<file path="config.mk">
export PLATFORM = sky130hd
export DESIGN_NAME = cmd_stream_parser
export DESIGN_NICKNAME = d
export VERILOG_FILES = /design/src/rtl/cps_pkg.sv /design/src/rtl/cps_hdr_decode.sv /design/src/rtl/cps_addr_gen.sv /design/src/rtl/cps_beat_ctr.sv /design/src/rtl/cmd_stream_parser.sv
export SDC_FILE = /design/constraint.sdc
export NUM_CORES = 1
export LEC_CHECK = 0
export ABC_AREA = 1
export BUFFER_PORTS_ARGS = -buffer_cell sky130_fd_sc_hd__buf_2
export CAP_MARGIN = 0
export CELL_PAD_IN_SITES_DETAIL_PLACEMENT = 1
export CELL_PAD_IN_SITES_GLOBAL_PLACEMENT = 1
export CORE_ASPECT_RATIO = 1.5
export CORE_MARGIN = 5
export CORE_UTILIZATION = 30
export DETAILED_ROUTE_END_ITERATION = 16
export GPL_TIMING_DRIVEN = 0
export HOLD_SLACK_MARGIN = 0.03
export PLACE_DENSITY_LB_ADDON = 0.1
export SYNTH_ARGS = -nofsm -noshare
export SYNTH_HDL_FRONTEND = slang
export SYNTH_SLANG_ARGS = --single-unit
</file>
<file path="constraint.sdc">
create_clock -name clk -period 2 [get_ports clk]
set_input_delay 0.1 -clock clk [delete_from_list [all_inputs] [get_ports clk]]
set_output_delay 0.1 -clock clk [all_outputs]
set_load 0.005 [all_outputs]
</file>
<file path="src/rtl/cps_pkg.sv">
// Shared types for the command packet stream parser.
// Assumes the fixed 32-bit header layout described in the brief.
package cps_pkg;

    localparam int WORD_W = 32;
    localparam int CNT_W  = 10;
    localparam int REG_W  = 13;
    localparam int PAIR_W = 11;

    typedef enum logic [1:0] {
        PK_REGS = 2'd0,
        PK_PAIR = 2'd1,
        PK_FILL = 2'd2,
        PK_OPQ  = 2'd3
    } pkt_kind_e;

    typedef enum logic [2:0] {
        ST_HDR,
        ST_BURST,
        ST_PAIR_A,
        ST_PAIR_B,
        ST_BASE,
        ST_FWD,
        ST_DONE
    } pstate_e;

    typedef struct packed {
        pkt_kind_e          kind;
        logic [CNT_W-1:0]   cnt;
        logic [REG_W-1:0]   reg_idx;
        logic               fixed;
        logic [PAIR_W-1:0]  pair_a;
        logic [PAIR_W-1:0]  pair_b;
        logic [7:0]         opcode;
        logic               terminator;
    } hdr_fields_t;

endpackage

</file>
<file path="src/rtl/cps_hdr_decode.sv">
// Header field extraction. Purely combinational: it slices a command
// word into the fields of every packet kind. Which fields count is
// decided by the caller from the kind.
module cps_hdr_decode
    import cps_pkg::*;
(
    input  logic [WORD_W-1:0] word,
    output hdr_fields_t       fields
);

    // Slice every field at its fixed header position.
    always_comb begin
        fields.kind       = pkt_kind_e'(word[31:30]);
        fields.cnt        = word[25:16];
        fields.reg_idx    = word[12:0];
        fields.fixed      = word[15];
        fields.pair_a     = word[10:0];
        fields.pair_b     = word[21:11];
        fields.opcode     = word[15:8];
        fields.terminator = (word == '0);
    end

endmodule

</file>
<file path="src/rtl/cps_addr_gen.sv">
// Write address register. It loads a byte address together with a
// fixed/stride flag, and on each step advances by STRIDE unless fixed.
// Assumes load and step are never high in the same cycle.
module cps_addr_gen #(
    parameter int ADDR_W = 20,
    parameter int STRIDE = 4
) (
    input  logic              clk,
    input  logic              rst_n,
    input  logic              load,
    input  logic [ADDR_W-1:0] load_addr,
    input  logic              load_fixed,
    input  logic              step,
    output logic [ADDR_W-1:0] addr
);

    logic [ADDR_W-1:0] addr_q;
    logic              fixed_q;

    // Hold the current address and advance it per accepted word.
    always_ff @(posedge clk) begin
        if (!rst_n) begin
            addr_q  <= '0;
            fixed_q <= 1'b0;
        end else if (load) begin
            addr_q  <= load_addr;
            fixed_q <= load_fixed;
        end else if (step && !fixed_q) begin
            addr_q  <= addr_q + ADDR_W'(STRIDE);
        end
    end

    assign addr = addr_q;

endmodule

</file>
<file path="src/rtl/cps_beat_ctr.sv">
// Remaining-word counter. It loads N and counts down once per word;
// last is high when the word on offer is the final one of the packet.
module cps_beat_ctr #(
    parameter int CNT_W = 10
) (
    input  logic             clk,
    input  logic             rst_n,
    input  logic             load,
    input  logic [CNT_W-1:0] load_val,
    input  logic             dec,
    output logic             last
);

    logic [CNT_W-1:0] cnt_q;

    // Track the words still owed after the current one.
    always_ff @(posedge clk) begin
        if (!rst_n) begin
            cnt_q <= '0;
        end else if (load) begin
            cnt_q <= load_val;
        end else if (dec) begin
            cnt_q <= cnt_q - 1'b1;
        end
    end

    assign last = (cnt_q == '0);

endmodule

</file>
<file path="src/rtl/cmd_stream_parser.sv">
// Command packet stream parser top. It decodes headers, steers payload
// words straight through to the write port or the opaque side port,
// and follows packet boundaries. There is no payload storage: the input
// word is the output word, and input ready follows the active sink.
// Assumes the upstream source holds in_data stable while in_valid is
// high and in_ready is low.
module cmd_stream_parser #(
    parameter int          ADDR_W   = 20,
    parameter logic [7:0]  CFG_OP   = 8'h68,
    parameter logic [7:0]  CTX_OP   = 8'h69,
    parameter int          CFG_BASE = 32'h0000_8000,
    parameter int          CTX_BASE = 32'h0002_8000
) (
    input  logic              clk,
    input  logic              rst_n,
    input  logic              in_valid,
    output logic              in_ready,
    input  logic [31:0]       in_data,
    input  logic              in_eos,
    output logic              wr_valid,
    input  logic              wr_ready,
    output logic [ADDR_W-1:0] wr_addr,
    output logic [31:0]       wr_data,
    output logic              op_valid,
    input  logic              op_ready,
    output logic [7:0]        op_code,
    output logic [31:0]       op_data,
    output logic              op_last,
    output logic              done,
    output logic              parse_err
);
    import cps_pkg::*;

    localparam int BYTE_SHIFT = 2;

    pstate_e           state_q, state_d;
    hdr_fields_t       hf;
    logic              hs_in;
    logic              ag_load, ag_fixed, ag_step;
    logic [ADDR_W-1:0] ag_addr_in, ag_addr;
    logic              bc_load, bc_dec, bc_last;
    logic [CNT_W-1:0]  bc_val;
    logic              pairb_load, op_load;
    logic [ADDR_W-1:0] pairb_q;
    logic [7:0]        op_q;
    logic [ADDR_W-1:0] base_addr;
    logic              mid_packet;

    // Dword index to byte address, truncated to the address width.
    function automatic logic [ADDR_W-1:0] dw2byte(input logic [31:0] idx);
        return ADDR_W'({idx[31-BYTE_SHIFT:0], {BYTE_SHIFT{1'b0}}});
    endfunction

    cps_hdr_decode u_dec (
        .word   (in_data),
        .fields (hf)
    );

    cps_addr_gen #(.ADDR_W(ADDR_W), .STRIDE(4)) u_addr (
        .clk        (clk),
        .rst_n      (rst_n),
        .load       (ag_load),
        .load_addr  (ag_addr_in),
        .load_fixed (ag_fixed),
        .step       (ag_step),
        .addr       (ag_addr)
    );

    cps_beat_ctr #(.CNT_W(CNT_W)) u_cnt (
        .clk      (clk),
        .rst_n    (rst_n),
        .load     (bc_load),
        .load_val (bc_val),
        .dec      (bc_dec),
        .last     (bc_last)
    );

    // Ready follows the sink of the word expected in the current state.
    always_comb begin
        unique case (state_q)
            ST_HDR, ST_BASE:               in_ready = 1'b1;
            ST_BURST, ST_PAIR_A, ST_PAIR_B: in_ready = wr_ready;
            ST_FWD:                        in_ready = op_ready;
            default:                       in_ready = 1'b0;
        endcase
    end

    assign hs_in = in_valid && in_ready;

    // Base address of the index-carrying opcodes.
    assign base_addr = (op_q == CTX_OP) ? ADDR_W'(CTX_BASE) : ADDR_W'(CFG_BASE);

    // Next state and load/step controls for the address and count units.
    always_comb begin
        state_d    = state_q;
        ag_load    = 1'b0;
        ag_addr_in = '0;
        ag_fixed   = 1'b0;
        bc_load    = 1'b0;
        bc_val     = '0;
        bc_dec     = 1'b0;
        pairb_load = 1'b0;
        op_load    = 1'b0;
        unique case (state_q)
            ST_HDR: if (hs_in) begin
                if (hf.terminator) begin
                    state_d = ST_DONE;
                end else begin
                    unique case (hf.kind)
                        PK_REGS: begin
                            ag_load    = 1'b1;
                            ag_addr_in = dw2byte(32'(hf.reg_idx));
                            ag_fixed   = hf.fixed;
                            bc_load    = 1'b1;
                            bc_val     = hf.cnt;
                            state_d    = ST_BURST;
                        end
                        PK_PAIR: begin
                            ag_load    = 1'b1;
                            ag_addr_in = dw2byte(32'(hf.pair_a));
                            ag_fixed   = 1'b1;
                            pairb_load = 1'b1;
                            state_d    = ST_PAIR_A;
                        end
                        PK_FILL: state_d = ST_HDR;
                        default: begin
                            bc_load = 1'b1;
                            bc_val  = hf.cnt;
                            op_load = 1'b1;
                            state_d = (hf.opcode == CFG_OP || hf.opcode == CTX_OP)
                                      ? ST_BASE : ST_FWD;
                        end
                    endcase
                end
            end
            ST_BURST: if (hs_in) begin
                if (bc_last) state_d = ST_HDR;
                else         bc_dec  = 1'b1;
            end
            ST_PAIR_A: if (hs_in) state_d = ST_PAIR_B;
            ST_PAIR_B: if (hs_in) state_d = ST_HDR;
            ST_BASE: if (hs_in) begin
                ag_load    = 1'b1;
                ag_addr_in = base_addr + dw2byte(in_data);
                ag_fixed   = 1'b0;
                if (bc_last) begin
                    state_d = ST_HDR;
                end else begin
                    bc_dec  = 1'b1;
                    state_d = ST_BURST;
                end
            end
            ST_FWD: if (hs_in) begin
                if (bc_last) state_d = ST_HDR;
                else         bc_dec  = 1'b1;
            end
            default: state_d = state_q;
        endcase
    end

    assign ag_step = hs_in && (state_q == ST_BURST);

    // Parser state register.
    always_ff @(posedge clk) begin
        if (!rst_n) state_q <= ST_HDR;
        else        state_q <= state_d;
    end

    // Second address of a register pair and the opcode of the packet.
    always_ff @(posedge clk) begin
        if (!rst_n) begin
            pairb_q <= '0;
            op_q    <= '0;
        end else begin
            if (pairb_load) pairb_q <= dw2byte(32'(hf.pair_b));
            if (op_load)    op_q    <= hf.opcode;
        end
    end

    // Sticky error: end of stream while a packet still owes words.
    assign mid_packet = (state_q != ST_HDR) && (state_q != ST_DONE);

    always_ff @(posedge clk) begin
        if (!rst_n)                   parse_err <= 1'b0;
        else if (in_eos && mid_packet) parse_err <= 1'b1;
    end

    // Pass-through output ports.
    assign wr_valid = in_valid && (state_q == ST_BURST || state_q == ST_PAIR_A ||
                                   state_q == ST_PAIR_B);
    assign wr_addr  = (state_q == ST_PAIR_B) ? pairb_q : ag_addr;
    assign wr_data  = in_data;
    assign op_valid = in_valid && (state_q == ST_FWD);
    assign op_code  = op_q;
    assign op_data  = in_data;
    assign op_last  = bc_last;
    assign done     = (state_q == ST_DONE);

endmodule

</file>
==> flow_metrics.py <==
metrics = {
    "status": {
        "status": "completed",
    },
    "place": {
        "dpl.hpwl_mm": 13.0,
        "place_congestion": 0.868,
        "port_buffers": 133,
        "dp_cells": 943,
        "dpl-instance-area_sq_um": 5010,
    },
    "sta": {
        "slew_viol_final": 0,
        "skew_ns": 0.00500,
        "holdWs_ns": 0.131,
        "worst_pin_slew_ns": 0.615,
        "min_period_over_period_pct": 93.8,
        "relSlewSlack_pct": 59.0,
        "setup_viol": 0,
        "rsz0062_at_grt": "yes",
        "hold_violations": 0,
        "fin_crit_ns": 1.88,
        "max_freq_ghz": 0.533,
    },
    "final_layout": {
        "fin_area_sq_um": 5270,
        "final_nets": 835,
        "diodes": 0,
        "post-route-util_pct": 39.0,
        "syn_to_final_growth_pct": 27.4,
        "fin_cells": 952,
        "drive_gt1_share_pct": 32.7,
    },
    "floorplan": {
        "die_w_um": 106,
        "start_util_pct": 30.6,
        "die_y_um": 154,
        "rows": 52,
        "die-area_sq_um": 16300,
        "ios": 136,
        "core_area_sq_um": 13500,
    },
    "cts": {
        "numCtsBuffers": 5,
        "htree_levels": 2,
        "cts_sinks": 52,
        "clockBufferDepth": 2,
        "root_buffer": "clkbuf_16",
        "clk_pin_slew_ns": 0.07,
        "tritoncts": "done",
        "clock_latency_ns": 0.29,
    },
    "synth": {
        "synth.most_common_cell": "nand2_1",
        "synthFlopType": "dfxtp_1",
        "yosys_warnings": 0,
        "synth_cells": 647,
        "ys_ff_latch": 52,
        "syn_area_sq_um": 4140,
        "synth_cell_types": 40,
        "synthTopCellsByArea": "dfxtp_1, buf_4, nand2_1, inv_1, a21oi_1",
        "synth_top_area_share_pct": 25.2,
        "ys_async_sr_fraction_pct": 0,
        "synth_edf_count": 0,
        "synth_seq_area_share_pct": 25.2,
        "yosys-top-cells-count": "nand2_1, inv_1, buf_4",
        "syn_area_per_cell_sq_um": 6.40,
        "yosysTopAreaCell": "dfxtp_1",
    },
    "worst_hold_path": {
        "min_from": "in_data[0]",
        "hold_path.class": "input pin to flip-flop",
    },
    "worst_setup_path": {
        "worst_path_max_delay_cell": "dfxtp_2",
        "critPathMaxStageDelay_ns": 0.38,
        "crit_start": "state_q[2]$_SDFFE_PN0P_",
        "crit_required_ns": 2.18,
        "end_kind": "flip-flop",
        "start_kind": "flip-flop",
        "crit_type": "flip-flop to flip-flop",
        "crit_chain": "inv_4 > nand2_1 > nand3_4 > nand2_4 > nor2_8 > nand2_1 > inv_2 > nand3_4 > buf_4 > o21ai_1 > a21oi_1",
        "worstPathMaxFanout": 10,
        "r2r-start": "state_q[2]$_SDFFE_PN0P_",
        "cp.arrival_ns": 2.06,
    },
    "global_route": {
        "grt_max_degree": 16,
        "grt_pass1_vias": 4997,
        "grt_pass1_wl_mm": 25.5,
        "met1_usage_pct": 21.1,
        "grt-ovfl-total": 0,
        "antenna_found_initial": 0,
        "grtUsageMet2_pct": 38.4,
        "grt_usage_pct": 19.5,
        "met3_usage_pct": 2.39,
        "busiest_layer": "met2",
    },
    "power": {
        "p_leak_nw": 2.51,
        "ir_worst_vdd_v": 0.000453,
        "powerDensity_nw_per_um2": 900,
    },
    "drt": {
        "vias_per_cell": 4.80,
        "firstDrtPassIters": 4,
        "ant_nets": 0,
        "first_iter_violations": 144,
        "post_drt_wl_per_cell_um": 16.5,
        "drc": 0,
        "drt-total-wl_mm": 15.7,
        "vias": 4573,
    },
    "run": {
        "maxCapViolations": 0,
    },
}
-- sequential cells by signal (all words and copies together) (netlist names) --
signal / count
state_q: 3
u_addr.fixed_q: 1
op_code: 8
u_addr.addr: 18
u_cnt.cnt_q: 10
parse_err: 1
pairb_q: 11
-- stage by stage --
step / TNS (ns) / power [mW] / worst slack [ns]
final: 0 / 4.74 / 0.124
after global routing: -0.0517 / 5.12 / -0.0285
after CTS: 0 / 4.72 / 0.000260
after detailed placement: -1.99 / 3.67 / -0.151
after global placement: -1.46 / 3.59 / -0.136
after floorplan: 0 / 2.89 / 0.400
-- worst max-delay path, delay by kind of cell (launching register included) --
kind / cells / cell delay [ns]
buffers and inverters: 3 / 0.45
flip-flops: 1 / 0.38
AND/OR/NAND/NOR: 6 / 0.71
AO/OA/AOI/OAI: 2 / 0.23
-- layout make-up --
| cell class | count | area [sq um] |
|---|---|---|
| timing repair buffer | 135 | 681 |
| clock inverter | 2 | 35.0 |
| inverter | 100 | 378 |
| clock buffer | 6 | 129 |
| tap | 162 | 203 |
| sequential | 52 | 1040 |
| buffer | 83 | 592 |
| fill | 1809 | 8260 |
| multi-input combinational | 412 | 2210 |
-- power by group --
| group | switching [mW] | total [mW] | internal, mW |
|---|---|---|---|
| clock | 0.402 | 0.992 | 0.590 |
| combinational | 1.43 | 2.31 | 0.877 |
| sequential | 0.197 | 1.44 | 1.25 |
-- repair_timing --
action                                  in CTS  in global routing
hold endpoints to repair                     0                  0
pin swaps                                    0                  4
resized for setup                            7                 27
hold buffers                                 0                  0
endpoints found under the setup margin      24                 52
buffers inserted                             0                  2
-- cell families after synthesis --
| group | after synthesis | synth area share (%) |
|---|---|---|
| AND/OR/NAND/NOR | 246 | 27.5 |
| buffers and inverters | 184 | 23.3 |
| AO/OA/AOI/OAI | 138 | 17.7 |
| flip-flops | 52 | 25.2 |
| XOR/XNOR | 18 | 3.81 |
| adder cells (fa/ha/maj) | 8 | 2.42 |
| other | 1 | 0.0906 |
-- cell usage in the layout (no fill, tap or decap), types with 2 or more instances in the layout --
cell and n:
nor3b_1 3, xor2_1 18, clkbuf_16 5, buf_6 2, ha_1 8, nor2_1 55
o21ai_1 11, a21oi_1 64, nand3_2 2, nor2_2 5, nand3_4 4, inv_1 89
nand3_1 38, inv_2 9, nor3_1 12, nand2_4 2, dfxtp_1 51, buf_2 137
nor3_2 2, o31ai_1 9, nand2_1 102, buf_4 70, a31oi_1 4, o21ai_0 45
clkbuf_1 7, nand2_2 6, conb_1 2, nand4_1 6, nor2_4 4
-- layer usage --
layer | routed length [um] | up-vias
li1 | - | 2293
met1 | 6110 | 2133
met2 | 8650 | 119
met3 | 545 | 28
met4 | 424 | 0
met5 | 0 | -
-- final timing paths --
check                           cells after the start                     endpoint  slack, ns
worst max register to register                     11      op_code[7]$_SDFFE_PN0P_       0.12
worst min register to register                      2      pairb_q[2]$_SDFFE_PN0P_       0.45
worst min-delay path                                3  u_addr.addr[2]$_SDFFE_PN0P_       0.13
worst max-delay path                               11      op_code[7]$_SDFFE_PN0P_       0.12
No activity file was read; power rests on OpenSTA's default activity.
